### config.mk
export PLATFORM = sky130hd
export DESIGN_NAME = pxu_top
export DESIGN_NICKNAME = d
export VERILOG_FILES = /design/src/rtl/pxu_pkg.sv /design/src/rtl/pxu_byte_buf.sv /design/src/rtl/pxu_word_form.sv /design/src/rtl/pxu_chan_extract.sv /design/src/rtl/pxu_top.sv
export SDC_FILE = /design/constraint.sdc
export NUM_CORES = 1
export LEC_CHECK = 0
export BUFFER_PORTS_ARGS = -buffer_cell sky130_fd_sc_hd__buf_4
export CAP_MARGIN = 10
export CORE_ASPECT_RATIO = 1.1
export CORE_MARGIN = 3
export CORE_UTILIZATION = 36
export CTS_CLUSTER_DIAMETER = 100
export DETAILED_ROUTE_END_ITERATION = 8
export SLEW_MARGIN = 20
export SYNTH_ARGS = -nofsm -noshare
export SYNTH_HDL_FRONTEND = slang
export SYNTH_SLANG_ARGS = --single-unit
export TNS_END_PERCENT = 30
### constraint.sdc
create_clock -name clk -period 10.7 [get_ports clk]
set_input_delay 1.605 -clock clk [delete_from_list [all_inputs] [get_ports clk]]
set_output_delay 1.605 -clock clk [all_outputs]
set_load 0.01 [all_outputs]
### src/rtl/pxu_pkg.sv
`timescale 1ns/1ps
package pxu_pkg;
  localparam int BPP_W     = 2;
  localparam int MAX_BYTES = 1 << BPP_W;
  localparam int WORD_W    = MAX_BYTES * 8;
  localparam int OFF_W     = $clog2(WORD_W);
  localparam int SIZE_W    = 4;
  localparam int COMP_W    = 8;
  localparam int NCHAN     = 3;

  typedef struct packed {
    logic [OFF_W-1:0]  off;
    logic [SIZE_W-1:0] size;
    logic [COMP_W-1:0] dflt;
  } chan_cfg_t;
endpackage

### src/rtl/pxu_byte_buf.sv
`timescale 1ns/1ps
module pxu_byte_buf #(
  parameter int DEPTH = 16,
  parameter int BEAT  = 4
) (
  input  logic                         clk,
  input  logic                         rst_n,
  input  logic                         wr_en,
  input  logic [BEAT*8-1:0]            wr_data,
  input  logic [$clog2(BEAT+1)-1:0]    rd_cnt,
  output logic [BEAT*8-1:0]            peek,
  output logic [$clog2(DEPTH+1)-1:0]   level,
  output logic                         space_ok
);
  localparam int AW = $clog2(DEPTH);
  localparam int CW = $clog2(DEPTH+1);

  logic [7:0]    mem [DEPTH];
  logic [AW-1:0] wr_ptr, rd_ptr;

  // byte storage, no reset needed
  always_ff @(posedge clk) begin
    if (wr_en) begin
      for (int i = 0; i < BEAT; i++) begin
        mem[wr_ptr + AW'(i)] <= wr_data[i*8 +: 8];
      end
    end
  end

  always_ff @(posedge clk) begin
    if (!rst_n) begin
      wr_ptr <= '0;
      rd_ptr <= '0;
      level  <= '0;
    end else begin
      if (wr_en) wr_ptr <= wr_ptr + AW'(BEAT);
      rd_ptr <= rd_ptr + AW'(rd_cnt);
      level  <= level + (wr_en ? CW'(BEAT) : CW'(0)) - CW'(rd_cnt);
    end
  end

  // oldest BEAT bytes visible without a read
  for (genvar g = 0; g < BEAT; g++) begin : g_peek
    assign peek[g*8 +: 8] = mem[rd_ptr + AW'(g)];
  end

  assign space_ok = (CW'(DEPTH) - level) >= CW'(BEAT);
endmodule

### src/rtl/pxu_word_form.sv
`timescale 1ns/1ps
module pxu_word_form #(
  parameter int NB = 4
) (
  input  logic [NB*8-1:0]         bytes_in,
  input  logic [$clog2(NB)-1:0]   nbm1,
  input  logic                    big_end,
  output logic [NB*8-1:0]         word
);
  int pos;

  always_comb begin
    word = '0;
    pos  = 0;
    for (int i = 0; i < NB; i++) begin
      if (i <= int'(nbm1)) begin
        pos = big_end ? (int'(nbm1) - i) : i;
        word[pos*8 +: 8] = bytes_in[i*8 +: 8];
      end
    end
  end
endmodule

### src/rtl/pxu_chan_extract.sv
`timescale 1ns/1ps
module pxu_chan_extract
  import pxu_pkg::*;
(
  input  logic [WORD_W-1:0] word,
  input  chan_cfg_t         cfg,
  input  logic              use_dflt,
  output logic [COMP_W-1:0] comp
);
  logic [WORD_W-1:0] field;
  logic [COMP_W-1:0] rep;
  logic [2:0]        idx;

  always_comb begin
    field = word >> cfg.off;
    idx   = cfg.size[2:0] - 3'd1;
    rep   = '0;
    // walk output bits downward, cycling through the field from its top bit
    for (int j = COMP_W - 1; j >= 0; j--) begin
      rep[j] = field[idx];
      if (idx == 3'd0) idx = cfg.size[2:0] - 3'd1;
      else             idx = idx - 3'd1;
    end

    if (use_dflt || cfg.size == '0)           comp = cfg.dflt;
    else if (cfg.size >= SIZE_W'(COMP_W))     comp = field[COMP_W-1:0];
    else                                      comp = rep;
  end
endmodule

### src/rtl/pxu_top.sv
`timescale 1ns/1ps
module pxu_top
  import pxu_pkg::*;
#(
  parameter int BUF_DEPTH = 16
) (
  input  logic                 clk,
  input  logic                 rst_n,
  input  logic [WORD_W-1:0]    in_data,
  input  logic                 in_valid,
  output logic                 in_ready,
  input  logic                 vis,
  input  logic                 frame_start,
  input  logic [BPP_W-1:0]     cfg_bpp,
  input  logic                 cfg_big_endian,
  input  logic [OFF_W-1:0]     cfg_r_off,
  input  logic [SIZE_W-1:0]    cfg_r_size,
  input  logic [COMP_W-1:0]    cfg_r_dflt,
  input  logic [OFF_W-1:0]     cfg_g_off,
  input  logic [SIZE_W-1:0]    cfg_g_size,
  input  logic [COMP_W-1:0]    cfg_g_dflt,
  input  logic [OFF_W-1:0]     cfg_b_off,
  input  logic [SIZE_W-1:0]    cfg_b_size,
  input  logic [COMP_W-1:0]    cfg_b_dflt,
  output logic [NCHAN*COMP_W-1:0] out_pix,
  output logic                 out_de,
  output logic                 out_underrun
);
  localparam int CW  = $clog2(BUF_DEPTH+1);
  localparam int RCW = $clog2(MAX_BYTES+1);

  logic [WORD_W-1:0] peek, word;
  logic [CW-1:0]     level;
  logic              space_ok, wr_en;
  logic [RCW-1:0]    need, rd_cnt;
  logic              starved_q, starved_eff, short_data, take, new_starve;
  chan_cfg_t         ccfg [NCHAN];
  logic [COMP_W-1:0] comp [NCHAN];
  logic [NCHAN*COMP_W-1:0] pix_d;

  assign in_ready = space_ok;
  assign wr_en    = in_valid && space_ok;

  pxu_byte_buf #(.DEPTH(BUF_DEPTH), .BEAT(MAX_BYTES)) u_buf (
    .clk(clk), .rst_n(rst_n), .wr_en(wr_en), .wr_data(in_data),
    .rd_cnt(rd_cnt), .peek(peek), .level(level), .space_ok(space_ok)
  );

  // pixel demand and starvation control
  assign need        = RCW'(cfg_bpp) + RCW'(1);
  assign starved_eff = starved_q && !frame_start;
  assign short_data  = level < CW'(need);
  assign take        = vis && !starved_eff && !short_data;
  assign new_starve  = vis && !starved_eff && short_data;
  assign rd_cnt      = take ? need : '0;

  always_ff @(posedge clk) begin
    if (!rst_n) starved_q <= 1'b0;
    else        starved_q <= starved_eff || new_starve;
  end

  pxu_word_form #(.NB(MAX_BYTES)) u_form (
    .bytes_in(peek), .nbm1(cfg_bpp), .big_end(cfg_big_endian), .word(word)
  );

  assign ccfg[0] = '{off: cfg_r_off, size: cfg_r_size, dflt: cfg_r_dflt};
  assign ccfg[1] = '{off: cfg_g_off, size: cfg_g_size, dflt: cfg_g_dflt};
  assign ccfg[2] = '{off: cfg_b_off, size: cfg_b_size, dflt: cfg_b_dflt};

  for (genvar c = 0; c < NCHAN; c++) begin : g_chan
    pxu_chan_extract u_ext (
      .word(word), .cfg(ccfg[c]), .use_dflt(!take), .comp(comp[c])
    );
    // channel 0 lands in the top byte
    assign pix_d[(NCHAN-1-c)*COMP_W +: COMP_W] = comp[c];
  end

  always_ff @(posedge clk) begin
    if (!rst_n) begin
      out_pix      <= '0;
      out_de       <= 1'b0;
      out_underrun <= 1'b0;
    end else begin
      out_pix      <= pix_d;
      out_de       <= vis;
      out_underrun <= new_starve;
    end
  end
endmodule

==> results.ini, run 1 <==
[drt]
via_per_inst=6.825
wire_per_inst_um=25.84
drt-total-wl_um=79830
drt_first_pass_iters=7
num_vias=21080
drtAntennaViolNets=0
drc_errors=0
drt_iter0_drc=2639

[logic_synthesis]
ys_types=112
synth_top_area_share_pct=19.09
ys_ff_latch=166
synthTopCellsByArea=edfxtp_1, mux4_2, mux2i_1
avgSynthCellArea_um2=8.633
synth_area_um2=20130
synth_area_leader_cell=edfxtp_1
synth_ff_type=edfxtp_1
ys_warn_count=0
synth_edf_count=128
ys_async_sr_fraction_pct=0
synth_nets=2483
synth_cells=2332
ys_seq_area_share_pct=22.87

[timing]
rsz0062_at_grt=no
whs_ns=0.5332
finalSetupTns_ns=0
slew_violations=0
hold_viol=0
finClkSkew_ns=0.02656
setup_viol=0
clock.fmax_ghz=0.1326
slew_headroom_pct=20.39
max_slew.worst_pin.slew_ns=1.188
setup_slack_ns=3.160
period_share_pct=70.47
period_minus_slack_ns=7.540

[power]
seq_power_share_pct=22.7
max-vdd-ir-drop_mv=0.1548
power_frac_comb_pct=60.7
p_per_area_nw_per_um2=175.5
p_leak_nw=7.717
internal_power_mw=2.007
p_switching_mw=1.862
swShare_pct=48.13
design_power_total_mw=3.869
clockPowerShare_pct=16.6

[clock_network]
cts_root_buffer=clkbuf_16
clk_pin_slew_ns=0.07
cts_buffers=17
htree_levels=4
cts_hold_buf=0
cts_resized=0
post-cts-setup-buffer-count=0
cts_tree=done
clock_sinks=166
clock_latency_ns=0.50
clockBufferDepth=2

[setup_path]
crit_path_start_kind=input pin
path_class=in2reg
path_common_cell=ha_1
crit_slowest_cell=xnor2_1
required_ns=11.12
cp_cell_sequence=buf_4 -> inv_1 -> ha_1 -> xnor2_1 -> nand2_1 -> o21ai_0 -> a21oi_1 -> a31oi_1 -> o41ai_1 -> inv_1 -> ha_1 -> mux2_2 -> o21ai_1 -> xor2_1 -> a21oi_1 -> ha_1 -> nand2_1 -> o21ai_1 -> mux2_2 -> mux2i_1 -> mux2i_1 -> o21ai_0
cp_top_family=compound AO/OA/AOI/OAI gates
cp.buffers_inverters=3
crit_path_end_kind=register
critical_path.max_stage_delay_ns=0.78
crit_fanout=14
cp_data_arrival_time_ns=7.96

[floorplan]
num_rows=90
dieArea_um2=58800
die_h_um=254.0
core_um2=55070
fp.dieW_um=231.5
start_util_pct=36.56
io_pins=118

[cells_and_area]
area.sequential_um2=4609
final_area_um2=22050
synthToLayoutAreaGrowth_pct=9.514
nNetsFinal=2490
multiInputGateArea_um2=14380
drive_gt1_share_pct=16.20
fillers=5478

[run]
maxCapViolCount=0

[run_status]
status=complete, no violations

[grt]
grt_overflow=0
grt_pass1_vias=19900
grt_max_degree=70
grt_pass1_wl_um=120600
grtUsageTotal_pct=26.39
antenna_found_initial=1

[place]
postPlaceCellArea_um2=21400
pre_cts_slack_ns=2.848
io_buffers=117
gp_congestion=1.022
dp_hpwl_um=59360

[hold_path]
hp-class=reg2reg

## power groups by stage
stage          Clock (mW)  Sequential (mW)  Combinational (mW)
4_1_cts             0.666            0.878                2.29
3_3_place_gp            0            0.889                2.26
2_1_floorplan           0            0.869                1.64
5_1_grt             0.692            0.890                2.50
3_5_place_dp            0            0.893                2.27
6_report            0.644            0.878                2.35
## synth_stat cells, types with 31 or more instances
cell	n
a211oi_1	40
a21oi_1	165
a31oi_1	36
a32oi_1	31
and2_1	36
clkbuf_1	106
dfxtp_1	38
edfxtp_1	128
ha_1	57
inv_1	73
mux2i_1	171
mux4_2	96
nand2_1	233
nand3_1	114
nor2_1	190
nor3_1	57
o211ai_1	37
o21ai_0	111
## cell type report
| cell class | instances | share of cell area (%) |
|---|---|---|
| diodes | 1 | 0.01135 |
| clock buffers | 17 | 1.929 |
| clock inverters | 15 | 0.8285 |
| inverters | 84 | 1.430 |
| multi-input cells | 1911 | 65.21 |
| flip-flops and latches | 166 | 20.91 |
| well taps | 736 | 4.177 |
| repair buffers | 159 | 5.504 |
## cells in the final DEF (no fill, tap or decap), types with 24 or more instances in the layout
cell	n
nor2_1	190
dfxtp_1	36
o21ai_0	111
nand2_1	233
ha_1	57
a32oi_1	31
a211oi_1	40
nand4_1	24
edfxtp_1	128
nor3_1	56
nand3_1	114
o211ai_1	37
o22ai_1	28
buf_4	158
mux2_2	24
mux4_2	96
a31oi_1	36
inv_1	73
mux2i_1	171
and2_1	36
a21oi_1	165
## sequential cells by signal, indices dropped and copies added, names as in the netlist
name and cells:
out_de 1, out_pix 24, out_underrun 1, starved_q 1, u_buf.level 5, u_buf.mem 128, u_buf.rd_ptr 4, u_buf.wr_ptr 2
## tightest hold or removal path, cell delays in order, from the launching register on
cell      delay (ns)
dfxtp_1         0.30
nand2b_1        0.10
o22ai_1         0.08
## worst paths after layout
check | cells past startpoint | startpoint | slack, ns | endpoint
max | 22 | cfg_g_size[0] | 3.16 | out_pix[8]
min | 2 | starved_q | 0.53 | starved_q
max reg2reg | 17 | u_buf.rd_ptr[0] | 3.86 | out_pix[23]
min reg2reg | 2 | starved_q | 0.53 | starved_q
## metal layers
layer	track usage, %	up-vias	part of all wire, %
met2	43.56	1273	47
met1	32.80	10300	39
met5	0	-	0.011
li1	-	9224	-
met4	12.50	2	4.8
met3	5.886	284	9.0
## per-stage QoR
| step | cells | utilization, % |
|---|---|---|
| after detailed placement | 3055 | 38.87 |
| after CTS | 3087 | 39.97 |
| after global routing | 3088 | 40.04 |
| after global placement | 3055 | 38.85 |
| after floorplan | 2332 | - |
| final | 3089 | 40.04 |
## cells by family after synthesis
logic type / share of synthesized area [%]
simple gates: 19.27
compound gates: 25.54
mux: 21.37
xor+xnor: 1.143
flops: 22.87
fa+ha+maj: 3.841
buf+inv: 5.979
Note: power is estimated with default switching activity, not from simulation.
==> run 2: changes to the inputs <==
Clock period 10.7 ns to 6.47 ns, I/O delays scaled along.
==> run 2 against run 1 <==
Clock power grew 66%. Core utilization up 1.9 points. Global-route usage is 0.70 points higher. Clock skew is 0.011 ns higher. Largest power group unchanged.
==> results.ini, run 2 (synthesized netlist as in run 1, its figures left out) <==
[cells_and_area]
top_register=u_buf.mem  ; unchanged
layout_common_cells=buf_4, nand2_1, nor2_1, mux2i_1, a21oi_1  ; was nand2_1, nor2_1, mux2i_1, a21oi_1, buf_4
final_common_cell=buf_4  ; was nand2_1
final_cells=3224  ; was 3089
area.sequential_um2=4609  ; unchanged
drive_gt1_share_pct=20.74  ; was 16.20%
nNetsFinal=2626  ; was 2490
largest_reg_flops=128  ; unchanged
reg_top3=u_buf.mem (128), out_pix (24), u_buf.level (5)  ; unchanged
n_antenna_cell=0  ; was 1
multiInputGateArea_um2=14360  ; was 14380 µm²
postLayoutCoreUtil_pct=41.91  ; was 40.04%
synthToLayoutAreaGrowth_pct=14.63  ; was 9.514%
fillers=5508  ; was 5478

[place]
io_buffers=117  ; unchanged
gp_congestion=1.043  ; was 1.022
dp_hpwl_um=62770  ; was 59360 µm
dp.cells=3192  ; was 3055

[clock_network]
htree_levels=4  ; unchanged
clockBufferDepth=2  ; unchanged
clock_latency_ns=0.50  ; about the same
cts_buffers=17  ; unchanged
clock_sinks=166  ; unchanged
cts_resized=0  ; unchanged
cts_hold_buf=0  ; unchanged
cts_root_buffer=clkbuf_16  ; unchanged
cts_tree=done  ; unchanged
clk_pin_slew_ns=0.08  ; was 0.07 ns
post-cts-setup-buffer-count=0  ; unchanged

[grt]
grt_overflow=0  ; unchanged
grt_pass1_wl_um=123900  ; was 120600 µm
grt_max_degree=73  ; was 70
antenna_found_initial=0  ; was 1
grtUsageTotal_pct=27.09  ; was 26.39%
grt_pass1_vias=20310  ; was 19900

[drt]
drt-total-wl_um=81460  ; was 79830 µm
drt_iter0_drc=2454  ; was 2639
drtAntennaViolNets=0  ; unchanged
num_vias=21200  ; was 21080
drc_errors=0  ; unchanged
via_per_inst=6.575  ; was 6.825
wire_per_inst_um=25.27  ; was 25.84 µm
drt_first_pass_iters=7  ; unchanged

[timing]
period_share_pct=92.59
hold_viol=0  ; unchanged
setup_viol=0  ; unchanged
clock.fmax_ghz=0.1669
finClkSkew_ns=0.03758  ; was 0.02656 ns
slew_violations=0  ; unchanged
whs_ns=0.5375  ; was 0.5332 ns
rsz0062_at_grt=no  ; unchanged
slew_headroom_pct=34.60  ; was 20.39%
max_slew.worst_pin.slew_ns=0.9721  ; was 1.188 ns
finalSetupTns_ns=0  ; unchanged
period_minus_slack_ns=5.991

[floorplan]
core_um2=55070  ; unchanged
die_h_um=254.0  ; unchanged
fp.dieW_um=231.5  ; unchanged
num_rows=90  ; unchanged
start_util_pct=36.56  ; unchanged
io_pins=118  ; unchanged
dieArea_um2=58800  ; unchanged

[setup_path]
path_common_cell=inv_1  ; was ha_1
cp_cell_sequence=buf_4 -> inv_1 -> ha_1 -> inv_1 -> nand2_1 -> inv_1 -> ha_1 -> inv_1 -> ha_1 -> nor4bb_1 -> buf_4 -> nand2_1 -> or3_1 -> a31oi_1 -> buf_4 -> nor3_1 -> a32o_1 -> a31o_2 -> a222oi_1 -> o22ai_1 -> a21oi_2 -> mux2i_1 -> mux4_2 -> a211oi_2  ; was buf_4 -> inv_1 -> ha_1 -> xnor2_1 -> nand2_1 -> o21ai_0 -> a21oi_1 -> a31oi_1 -> o41ai_1 -> inv_1 -> ha_1 -> mux2_2 -> o21ai_1 -> xor2_1 -> a21oi_1 -> ha_1 -> nand2_1 -> o21ai_1 -> mux2_2 -> mux2i_1 -> mux2i_1 -> o21ai_0
cp.depth=24  ; was 22
crit_path_start_kind=input pin  ; unchanged
cp-endpoint=out_pix[15]  ; was out_pix[8]
cp.buffers_inverters=7  ; was 3
path_class=in2reg  ; unchanged
cp-startpoint=cfg_bpp[1]  ; was cfg_g_size[0]
required_ns=6.86  ; was 11.12 ns
critical_path.max_stage_delay_ns=0.50  ; was 0.78 ns
crit_fanout=9  ; was 14
reg2reg_slack_ns=0.57  ; was 3.86 ns
crit_path_end_kind=register  ; unchanged
reg2reg_to=out_pix[15]  ; was out_pix[23]
r2r_cells=16  ; was 17
timing.rr.start=u_buf.rd_ptr[1]  ; was u_buf.rd_ptr[0]
cp_data_arrival_time_ns=6.38  ; was 7.96 ns
crit_slowest_cell=mux4_2  ; was xnor2_1
cp_top_family=compound AO/OA/AOI/OAI gates  ; unchanged

[power]
p_per_area_nw_per_um2=286.9  ; was 175.5 nW/µm²
p_leak_nw=8.385  ; was 7.717 nW
max-vdd-ir-drop_mv=0.2419  ; was 0.1548 mV

[hold_path]
hp-class=reg2reg  ; unchanged

[run]
maxCapViolCount=0  ; unchanged

[run_status]
status=complete, no violations  ; unchanged

run 2: cell types whose count changed in the layout (fill, tap and decap cells not counted), sizes merged:
cell,change
bufinv,+1
buf,+136
clkinvlp,-3
inv,+1
diode,-1
clkinv,+1
run 2: final cells by class:
class / instances / share of cell area [%]
Timing Repair Buffer: 295 / 9.813
Multi-Input combinational cell: 1911 / 62.21
Tap cell: 736 / 3.990
Clock buffer: 17 / 1.843
Inverter: 84 / 1.366
Sequential cell: 166 / 19.97
Clock inverter: 15 / 0.8078
run 2: stage by stage:
step | instance area [µm²] | worst slack [ns] | total power, mW
after detailed placement | 22470 | 0.1853 | 5.476
final | 23080 | 0.4794 | 6.622
after CTS | 23080 | 0.6547 | 6.583
after floorplan | 20130 | 0.2992 | 4.142
after global placement | 22470 | 0.2183 | 5.431
after global routing | 23080 | 0.2200 | 6.970
run 2: report_power, final:
part           internal (mW)  total (mW)  switching, mW
combinational           1.59        4.10           2.51
clock                  0.586        1.07          0.489
sequential              1.33        1.44          0.116
run 2: worst min-delay path by stage:
stage | startpoint | endpoint | slack [ns] | cells after the start
3_3_place_gp | starved_q | starved_q | 0.50 | 2
4_1_cts | starved_q | starved_q | 0.54 | 2
2_1_floorplan | starved_q | starved_q | 0.48 | 2
3_5_place_dp | starved_q | starved_q | 0.53 | 2
5_1_grt | starved_q | starved_q | 0.58 | 2
6_report | starved_q | starved_q | 0.54 | 2
run 2: routing by layer:
layer / global-route usage (%) / part of all wire [%] / vias up
li1: - / - / 9493
met1: 33.76 / 40 / 10340
met2: 45.44 / 48 / 1124
met3: 4.630 / 7.3 / 244
met4: 13.39 / 5.2 / 0
met5: 0 / 0 / -
run 2: tightest hold or removal path: cells and delay by family (launching register included):
kind | cells | cell delay, ns
AND/OR/NAND/NOR | 1 | 0.11
flip-flops | 1 | 0.30
AO/OA/AOI/OAI | 1 | 0.08
